<file path="src/rtl/dbg_link_pkg.sv">
package dbg_link_pkg;

    typedef enum logic {
        LINK_SWD  = 1'b0,
        LINK_JTAG = 1'b1
    } link_e;

    typedef enum logic [1:0] {
        ST_IDLE,
        ST_ARMED,
        ST_SHIFT,
        ST_TAIL
    } det_state_e;

    typedef struct packed {
        logic  hit;
        link_e target;
    } sel_result_t;

    localparam int unsigned DEF_RUN_LEN    = 50;
    localparam int unsigned DEF_SEL_W      = 16;
    localparam logic [15:0] DEF_SEL_JTAG   = 16'hE73C;
    localparam logic [15:0] DEF_SEL_LEGACY = 16'hDEAE;
    localparam logic [15:0] DEF_SEL_SWD    = 16'hE79E;

    function automatic sel_result_t pick_target(input logic hit_jtag,
                                                input logic hit_legacy,
                                                input logic hit_swd);
        sel_result_t r;
        r.hit    = hit_jtag | hit_legacy | hit_swd;
        r.target = (hit_jtag | hit_legacy) ? LINK_JTAG : LINK_SWD;
        return r;
    endfunction

endpackage

</file>
<file path="src/rtl/dbg_link_run.sv">
module dbg_link_run #(
    parameter int unsigned RUN_LEN = 50
) (
    input  logic clk,
    input  logic rst,
    input  logic line_i,
    input  logic clr_i,
    output logic done_o
);
    localparam int unsigned CW = $clog2(RUN_LEN + 1);

    logic [CW-1:0] run_q;

    always_ff @(posedge clk) begin
        if (rst || clr_i || !line_i) begin
            run_q <= '0;
        end else if (run_q != CW'(RUN_LEN)) begin
            run_q <= run_q + 1'b1;
        end
    end

    // The current high sample completes (or extends) a qualifying run
    assign done_o = line_i && (run_q >= CW'(RUN_LEN - 1));

endmodule

</file>
<file path="src/rtl/dbg_link_shift.sv">
module dbg_link_shift #(
    parameter int unsigned SEL_W = 16
) (
    input  logic             clk,
    input  logic             rst,
    input  logic             en_i,
    input  logic             start_i,
    input  logic             bit_i,
    output logic [SEL_W-1:0] word_o,
    output logic             last_o
);
    localparam int unsigned IW = $clog2(SEL_W);

    logic [SEL_W-1:0] sh_q;
    logic [IW-1:0]    idx_q;

    always_ff @(posedge clk) begin
        if (rst) begin
            sh_q  <= '0;
            idx_q <= '0;
        end else if (en_i) begin
            sh_q  <= {bit_i, sh_q[SEL_W-1:1]};
            idx_q <= start_i ? IW'(1) : idx_q + 1'b1;
        end
    end

    // Word as it stands once the current bit lands in the top position
    assign word_o = {bit_i, sh_q[SEL_W-1:1]};
    assign last_o = en_i && !start_i && (idx_q == IW'(SEL_W - 1));

endmodule

</file>
<file path="src/rtl/dbg_link_fsm.sv">
module dbg_link_fsm
    import dbg_link_pkg::*;
#(
    parameter int unsigned      SEL_W      = 16,
    parameter logic [SEL_W-1:0] SEL_JTAG   = DEF_SEL_JTAG,
    parameter logic [SEL_W-1:0] SEL_LEGACY = DEF_SEL_LEGACY,
    parameter logic [SEL_W-1:0] SEL_SWD    = DEF_SEL_SWD,
    parameter bit               LEGACY_EN  = 1'b1,
    parameter bit               INIT_JTAG  = 1'b0
) (
    input  logic             clk,
    input  logic             rst,
    input  logic             line_i,
    input  logic             run_done_i,
    input  logic [SEL_W-1:0] word_i,
    input  logic             last_i,
    output logic             shift_en_o,
    output logic             shift_start_o,
    output logic             run_clr_o,
    output link_e            mode_o,
    output logic             pulse_o
);
    localparam link_e INIT_MODE = INIT_JTAG ? LINK_JTAG : LINK_SWD;

    det_state_e  state_q, state_d;
    link_e       tgt_q, tgt_d;
    link_e       mode_q;
    logic        pulse_q;
    logic        commit;
    logic        hit_jtag, hit_legacy, hit_swd;
    sel_result_t res;

    assign hit_jtag = (word_i == SEL_JTAG);
    assign hit_swd  = (word_i == SEL_SWD);

    generate
        if (LEGACY_EN) begin : g_legacy
            assign hit_legacy = (word_i == SEL_LEGACY);
        end else begin : g_no_legacy
            assign hit_legacy = 1'b0;
        end
    endgenerate

    assign res = pick_target(hit_jtag, hit_legacy, hit_swd);

    always_comb begin
        state_d       = state_q;
        tgt_d         = tgt_q;
        shift_en_o    = 1'b0;
        shift_start_o = 1'b0;
        run_clr_o     = 1'b0;
        commit        = 1'b0;
        unique case (state_q)
            ST_IDLE: begin
                if (run_done_i) state_d = ST_ARMED;
            end
            ST_ARMED: begin
                if (!line_i) begin
                    shift_en_o    = 1'b1;
                    shift_start_o = 1'b1;
                    state_d       = ST_SHIFT;
                end
            end
            ST_SHIFT: begin
                shift_en_o = 1'b1;
                if (last_i) begin
                    run_clr_o = 1'b1;
                    if (res.hit) begin
                        tgt_d   = res.target;
                        state_d = ST_TAIL;
                    end else begin
                        state_d = ST_IDLE;
                    end
                end
            end
            ST_TAIL: begin
                if (!line_i) begin
                    state_d = ST_IDLE;
                end else if (run_done_i) begin
                    commit  = 1'b1;
                    state_d = ST_ARMED;
                end
            end
            default: state_d = ST_IDLE;
        endcase
    end

    always_ff @(posedge clk) begin
        if (rst) begin
            state_q <= ST_IDLE;
            tgt_q   <= INIT_MODE;
            mode_q  <= INIT_MODE;
            pulse_q <= 1'b0;
        end else begin
            state_q <= state_d;
            tgt_q   <= tgt_d;
            pulse_q <= commit;
            if (commit) mode_q <= tgt_q;
        end
    end

    assign mode_o  = mode_q;
    assign pulse_o = pulse_q;

endmodule

</file>
<file path="src/rtl/dbg_link_sel.sv">
module dbg_link_sel
    import dbg_link_pkg::*;
#(
    parameter int unsigned      RUN_LEN    = DEF_RUN_LEN,
    parameter int unsigned      SEL_W      = DEF_SEL_W,
    parameter logic [SEL_W-1:0] SEL_JTAG   = DEF_SEL_JTAG,
    parameter logic [SEL_W-1:0] SEL_LEGACY = DEF_SEL_LEGACY,
    parameter logic [SEL_W-1:0] SEL_SWD    = DEF_SEL_SWD,
    parameter bit               LEGACY_EN  = 1'b1,
    parameter bit               INIT_JTAG  = 1'b0
) (
    input  logic clk,
    input  logic rst,
    input  logic line_i,
    output logic mode_o,
    output logic proto_rst_o
);
    logic             run_done, run_clr;
    logic             sh_en, sh_start, sh_last;
    logic [SEL_W-1:0] sh_word;
    link_e            mode;

    dbg_link_run #(.RUN_LEN(RUN_LEN)) u_run (
        .clk    (clk),
        .rst    (rst),
        .line_i (line_i),
        .clr_i  (run_clr),
        .done_o (run_done)
    );

    dbg_link_shift #(.SEL_W(SEL_W)) u_shift (
        .clk     (clk),
        .rst     (rst),
        .en_i    (sh_en),
        .start_i (sh_start),
        .bit_i   (line_i),
        .word_o  (sh_word),
        .last_o  (sh_last)
    );

    dbg_link_fsm #(
        .SEL_W      (SEL_W),
        .SEL_JTAG   (SEL_JTAG),
        .SEL_LEGACY (SEL_LEGACY),
        .SEL_SWD    (SEL_SWD),
        .LEGACY_EN  (LEGACY_EN),
        .INIT_JTAG  (INIT_JTAG)
    ) u_fsm (
        .clk           (clk),
        .rst           (rst),
        .line_i        (line_i),
        .run_done_i    (run_done),
        .word_i        (sh_word),
        .last_i        (sh_last),
        .shift_en_o    (sh_en),
        .shift_start_o (sh_start),
        .run_clr_o     (run_clr),
        .mode_o        (mode),
        .pulse_o       (proto_rst_o)
    );

    assign mode_o = (mode == LINK_JTAG);

endmodule

</file>
<file path="config.mk">
export PLATFORM = sky130hd
export DESIGN_NAME = dbg_link_sel
export DESIGN_NICKNAME = d
export VERILOG_FILES = /design/src/rtl/dbg_link_pkg.sv /design/src/rtl/dbg_link_run.sv /design/src/rtl/dbg_link_shift.sv /design/src/rtl/dbg_link_fsm.sv /design/src/rtl/dbg_link_sel.sv
export SDC_FILE = /design/constraint.sdc
export NUM_CORES = 1
export LEC_CHECK = 0
export ABC_AREA = 1
export BUFFER_PORTS_ARGS = -buffer_cell sky130_fd_sc_hd__buf_2
export CORE_MARGIN = 5
export CORE_UTILIZATION = 35
export DETAILED_ROUTE_END_ITERATION = 6
export GPL_TIMING_DRIVEN = 0
export MAX_ROUTING_LAYER = met4
export PLACE_DENSITY = 0.58
export SYNTH_ARGS = -nofsm -noshare
export SYNTH_HDL_FRONTEND = slang
export SYNTH_SLANG_ARGS = --single-unit
</file>
<file path="constraint.sdc">
create_clock -name clk -period 4.35 [get_ports clk]
set_clock_uncertainty 0.05 [all_clocks]
set_input_delay 0.2175 -clock clk [delete_from_list [all_inputs] [get_ports clk]]
set_output_delay 0.2175 -clock clk [all_outputs]
set_load 0.01 [all_outputs]
</file>
==> impl_metrics.env, run 1 <==
export IMPL_maxCapViolations=0
export IMPL_drtAntennaViolNets=0
export IMPL_cts_made_buffers=5
export IMPL_p_int_w=0.000407
export IMPL_grt_pass1_wl_um=5620
export IMPL_post_dp_hpwl_um=2240
export IMPL_total_power_w=0.000525
export IMPL_antenna_found_initial=0
export IMPL_syn_area_sq_um=1610
export IMPL_grt_max_degree=11
export IMPL_num_antenna_cells=0
export IMPL_initial_core_util=0.364
export IMPL_synth_top_cell_area_share=0.374
export IMPL_firstDrtPassIters=4
export IMPL_synth_top_family_by_area="simple AND/OR/NAND/NOR gates"
export IMPL_place_worst_setup_slack_ns=2.80
export IMPL_clock_sinks=30
export IMPL_synth_top_area_cell="dfxtp_1"
export IMPL_core_area_sq_um=4410
export IMPL_fillerInstances=467
export IMPL_final_net_count=242
export IMPL_drive_gt1_frac=0.161
export IMPL_synthMuxAreaShare=0
export IMPL_drv_slew=0
export IMPL_endpoint_kind="register"
export IMPL_area_delta_synth_final_pct=11.0
export IMPL_insertion_delay_ns=0.28
export IMPL_fin_setup_tns_ns=0
export IMPL_finalSetupViolCount=0
export IMPL_fin_crit_sh=0.357
export IMPL_min_period_ns=1.55
export IMPL_fin_hold_ws_ns=0.164
export IMPL_cts_buffer_depth=2
export IMPL_arrival_ns=1.72
export IMPL_worstPathCellList="inv_1, ha_1, nand2_1, nand2_4, inv_4, buf_6, nand2_1, a21oi_1"
export IMPL_cp_max_fo=10
export IMPL_wl_um=3110
export IMPL_final_hold_viol_count=0
export IMPL_root_buffer="clkbuf_8"
export IMPL_critPathMaxStageDelay_ns=0.40
export IMPL_cp_num_buf_inv=3
export IMPL_slowest_stage="dfxtp_1"
export IMPL_synthAdderAreaFrac=0.0779
export IMPL_port_buffer_count=4
export IMPL_final_cell_mix="nand2_1 (48), inv_1 (33), dfxtp_1 (30)"
export IMPL_rsz0062_at_grt="false"
export IMPL_vdd_drop_max_uv=153
export IMPL_route_detailed_drc=0
export IMPL_fp_dieW_um=77.8
export IMPL_cp_top_family="flip-flops"
export IMPL_p_per_area_nw_per_um2=294
export IMPL_drt_iter0_markers=72
export IMPL_io_pins=5
export IMPL_h_tree_depth=2
export IMPL_comb_power_share=0.028
export IMPL_cts_setup_buffers=0
export IMPL_clk_pin_slew_worst_paths_ns=0.07
export IMPL_ys_seq_area_frac=0.374
export IMPL_place_gp_congestion=0.811
export IMPL_yosysUniqueCellTypes=28
export IMPL_min_path_type="input pin to register"
export IMPL_power_frac_seq=0.527
export IMPL_clkPwrFrac=0.445
export IMPL_ctsResizeCount=0
export IMPL_post_drt_via_cell_ratio=4.71
export IMPL_syn_instance_count=218
export IMPL_leakage_nw=0.754
export IMPL_synth_nets=231
export IMPL_synth_compound_area_share=0.152
export IMPL_setup_slack_ns=2.80
export IMPL_yosys_warnings=0
export IMPL_cts_tree="yes"
export IMPL_wl_per_cell_um=11.0
export IMPL_dieArea_sq_um=6050
export IMPL_grtUsageTotal=0.116
export IMPL_cp_required_ns=4.51
export IMPL_start_kind="register"
export IMPL_switching_share=0.225
export IMPL_rows=24
export IMPL_crit_type="register to register"
export IMPL_synthSimpleGateAreaFrac=0.282
export IMPL_ys_top_cells_by_area="dfxtp_1 (37%), nand2_1 (11%), ha_1 (7.8%), inv_1 (7.7%), a21oi_1 (5.6%)"
export IMPL_mostFrequentLayoutCell="nand2_1"
export IMPL_first_global_vias=1281
export IMPL_synth_xor_area_share=0.00545
export IMPL_crit_top_cell="nand2_1"
export IMPL_status="completed"
export IMPL_syn_avg_cell_area_sq_um=7.37
export IMPL_final_util=0.404
export IMPL_grt_ovfl_total=0
export IMPL_vias=1328
export IMPL_worst_pin_slew_ns=0.577
export IMPL_ys_seq_elements=30
export IMPL_maxSlewHeadroom=0.615
export IMPL_power_switching_w=0.000118
export IMPL_holdBufCountCts=0
export IMPL_fmax_mhz=644
export IMPL_dieHeight_um=77.8
registers in the layout (all words and copies together) (netlist names):
signal / flops
u_run.run_q: 6
u_fsm.pulse_o: 1
u_shift.idx_q: 4
u_fsm.mode_o: 1
u_fsm.tgt_q: 1
u_fsm.state_q: 2
u_shift.sh_q: 15
logic make-up after synthesis:
| group | count (synthesis) |
|---|---|
| compound gates | 38 |
| buf+inv | 40 |
| simple gates | 99 |
| fa+ha+maj | 10 |
| flops | 30 |
| xor+xnor | 1 |
Yosys cell counts:
cell       n
nor3_2     2
inv_4      1
inv_2      2
nand2_4    1
nor4_1     1
buf_6      3
a21oi_1   18
and3_1     1
nand2_2    4
a21oi_2    1
o21ai_0    9
nand3_1    7
a211oi_1   1
o21ai_1    2
nand2_1   48
xor2_1     1
nor2_1    24
inv_1     33
nor3_1     2
ha_1      10
nand4_1    3
dfxtp_1   30
nor2_2     3
clkbuf_1   1
a211oi_2   6
nand3_2    2
nor2_4     1
o31ai_1    1
final timing paths:
path / slack [ns] / start / cells past startpoint / end
setup / recovery: 2.80 / u_fsm.state_q[1] / 8 / u_shift.sh_q[14]
hold / removal: 0.16 / rst / 2 / u_shift.sh_q[4]
setup reg to reg: 2.80 / u_fsm.state_q[1] / 8 / u_shift.sh_q[14]
hold reg to reg: 0.40 / u_fsm.mode_o / 2 / u_fsm.mode_o
per-stage QoR:
stage | instances | instance area (sq um)
finish | 282 | 1780
global route | 282 | 1780
CTS | 282 | 1780
detailed placement | 274 | 1690
global placement | 274 | 1690
floorplan | 218 | 1610
worst register-to-register path, cell delays in order (launching register included):
cell     delay, ns
dfxtp_1       0.40
inv_1         0.08
ha_1          0.30
nand2_1       0.14
nand2_4       0.08
inv_4         0.10
buf_6         0.15
nand2_1       0.06
a21oi_1       0.11
power by group through the flow:
stage	logic (W)	clock network, W	registers (W)
2_1_floorplan	0.00000883	0	0.000283
3_3_place_gp	0.0000146	0	0.000283
3_5_place_dp	0.0000148	0	0.000283
4_1_cts	0.0000148	0.000239	0.000277
5_1_grt	0.0000165	0.000252	0.000277
6_report	0.0000145	0.000233	0.000277
area by class of cell:
| class | count | area [sq um] | share of cell area |
|---|---|---|---|
| inverter | 36 | 138 | 0.0772 |
| tap | 52 | 65.1 | 0.0365 |
| multi-input combinational | 148 | 831 | 0.466 |
| timing repair buffer | 4 | 20.0 | 0.0112 |
| clock buffer | 7 | 86.3 | 0.0484 |
| buffer | 4 | 37.5 | 0.0211 |
| clock inverter | 1 | 5.00 | 0.00281 |
| sequential | 30 | 601 | 0.337 |
routing by layer:
layer,share of wire,track usage
met1,0.49,0.147
met5,0,-
met2,0.46,0.180
met4,0.011,0.0361
met3,0.031,0.0324
No activity file was read; power rests on OpenSTA's default activity.
==> inputs of run 2 (changes only) <==
- clock period: 4.35 -> 1.5 ns (I/O delays scaled with it)
==> impl_metrics.env, run 2 (synthesis gave the netlist of run 1 again) <==
export IMPL_status="completed"
export IMPL_min_period_ns=1.42
export IMPL_grt_max_degree=11
export IMPL_fillerInstances=454
export IMPL_post_dp_hpwl_um=2240
export IMPL_clkPwrFrac=0.446
export IMPL_insertion_delay_ns=0.28
export IMPL_antenna_found_initial=0
export IMPL_final_cell_mix="nand2_1 (47), inv_1 (31), dfxtp_1 (26)"
export IMPL_drive_gt1_frac=0.222
export IMPL_worstPathCellList="inv_4, ha_1, nand2_1, nor2_4, o21ai_2, nor2_2, o21ai_0, nand2_1, a21oi_2"
export IMPL_area_sequential_sq_um=611
export IMPL_start_kind="register"
export IMPL_switching_share=0.227
export IMPL_finalSetupViolCount=0
export IMPL_worst_pin_slew_ns=0.543
export IMPL_power_frac_seq=0.525
export IMPL_holdBufCountCts=0
export IMPL_grt_pass1_wl_um=5660
export IMPL_fin_crit_sh=0.945
export IMPL_multi_input_area_sq_um=886
export IMPL_crit_top_cell="nand2_1"
export IMPL_comb_power_share=0.029
export IMPL_reg_top3="u_shift.sh_q: 15 flops, u_run.run_q: 6 flops, u_shift.idx_q: 4 flops"
export IMPL_io_pins=5
export IMPL_grt_ovfl_total=0
export IMPL_hp_start="rst"
export IMPL_dieHeight_um=77.8
export IMPL_route_detailed_drc=0
export IMPL_final_net_count=242
export IMPL_endpoint_kind="register"
export IMPL_critPathMaxStageDelay_ns=0.37
export IMPL_power_switching_w=0.000345
export IMPL_crit_type="register to register"
export IMPL_cts_setup_buffers=0
export IMPL_fmax_mhz=705
export IMPL_crit_start="u_fsm.state_q[0]"
export IMPL_arrival_ns=1.51
export IMPL_fin_hold_ws_ns=0.0216
export IMPL_drtAntennaViolNets=0
export IMPL_clk_pin_slew_worst_paths_ns=0.07
export IMPL_setup_slack_ns=0.0823
export IMPL_first_global_vias=1284
export IMPL_place_area_sq_um=1690
export IMPL_clock_sinks=30
export IMPL_cp_required_ns=1.60
export IMPL_port_buffer_count=4
export IMPL_post_drt_via_cell_ratio=4.72
export IMPL_p_int_w=0.00118
export IMPL_wl_per_cell_um=11.3
export IMPL_area_delta_synth_final_pct=15.6
export IMPL_wl_um=3180
export IMPL_mostFrequentLayoutCell="nand2_1"
export IMPL_cts_tree="yes"
export IMPL_cts_buffer_depth=2
export IMPL_leakage_nw=0.768
export IMPL_vdd_drop_max_uv=446
export IMPL_min_path_type="input pin to register"
export IMPL_regMostFlops="u_shift.sh_q"
export IMPL_firstDrtPassIters=5
export IMPL_fp_dieW_um=77.8
export IMPL_design_area_sq_um=1860
export IMPL_initial_core_util=0.364
export IMPL_grtUsageTotal=0.118
export IMPL_h_tree_depth=2
export IMPL_p_per_area_nw_per_um2=820
export IMPL_final_hold_viol_count=0
export IMPL_drv_slew=0
export IMPL_total_power_w=0.00152
export IMPL_cts_made_buffers=5
export IMPL_core_area_sq_um=4410
export IMPL_dieArea_sq_um=6050
export IMPL_place_worst_setup_slack_ns=-0.0480
export IMPL_num_antenna_cells=0
export IMPL_cp_max_fo=4
export IMPL_vias=1330
export IMPL_largest_reg_flops=15
export IMPL_slowest_stage="dfxtp_4"
export IMPL_place_gp_congestion=0.811
export IMPL_root_buffer="clkbuf_8"
export IMPL_maxSlewHeadroom=0.638
export IMPL_maxCapViolations=0
export IMPL_rows=24
export IMPL_rsz0062_at_grt="true"
export IMPL_r2r_start="u_fsm.state_q[0]"
export IMPL_drt_iter0_markers=88
[run 2: cell counts in the layout (fill, tap and decap cells not counted)]
Identical to the previous run, type by type.
[run 2: cell type report]
type                       count  area share
multi-input combinational    148       0.477
clock buffer                   7      0.0465
inverter                      36      0.0768
timing repair buffer           4      0.0108
clock inverter                 1     0.00270
sequential                    30       0.329
tap                           52      0.0350
buffer                         4      0.0222
[run 2: through the flow]
stage / instances / setup TNS (ns) / util
detailed placement: 274 / -0.236 / 0.383
CTS: 282 / -0.000567 / 0.407
global route: 282 / -0.128 / 0.421
floorplan: 218 / 0 / -
finish: 282 / 0 / 0.421
global placement: 274 / -0.160 / 0.383
[run 2: what timing repair did]
| action | CTS | global route |
|---|---|---|
| endpoints found under the setup margin | 16 | 25 |
| pin swaps | 0 | 1 |
| gates cloned | 0 | 0 |
| resized for setup | 5 | 17 |
[run 2: power by group through the flow]
stage          Clock, W  Sequential, W  Combinational [W]
6_report       0.000679       0.000800          0.0000435
3_3_place_gp          0       0.000821          0.0000424
3_5_place_dp          0       0.000821          0.0000429
2_1_floorplan         0       0.000820          0.0000256
5_1_grt        0.000733       0.000800          0.0000494
4_1_cts        0.000694       0.000802          0.0000430
[run 2: worst paths after layout]
| check | endpoint | slack, ns | cells past startpoint |
|---|---|---|---|
| max | u_fsm.state_q[0] | 0.08 | 9 |
| min | u_shift.sh_q[4] | 0.02 | 2 |
| max reg2reg | u_fsm.state_q[0] | 0.08 | 9 |
| min reg2reg | u_fsm.mode_o | 0.40 | 2 |
[run 2: critical path, delay by kind of cell (launching register included)]
| kind | cells | cell delay (ns) |
|---|---|---|
| and+or+nand+nor | 4 | 0.42 |
| DFF | 1 | 0.37 |
| AOI/OAI and AO/OA | 3 | 0.23 |
| adders and majority gates | 1 | 0.14 |
| buffers and inverters | 1 | 0.08 |
[run 2: routing by layer]
layer | routed length [um] | global-route usage | vias to the layer above | share of wire
met5 | 0 | - | - | 0
met4 | 35 | 0.0361 | 0 | 0.011
met1 | 1580 | 0.149 | 597 | 0.50
met3 | 107 | 0.0324 | 6 | 0.034
met2 | 1460 | 0.183 | 12 | 0.46
li1 | - | - | 715 | -
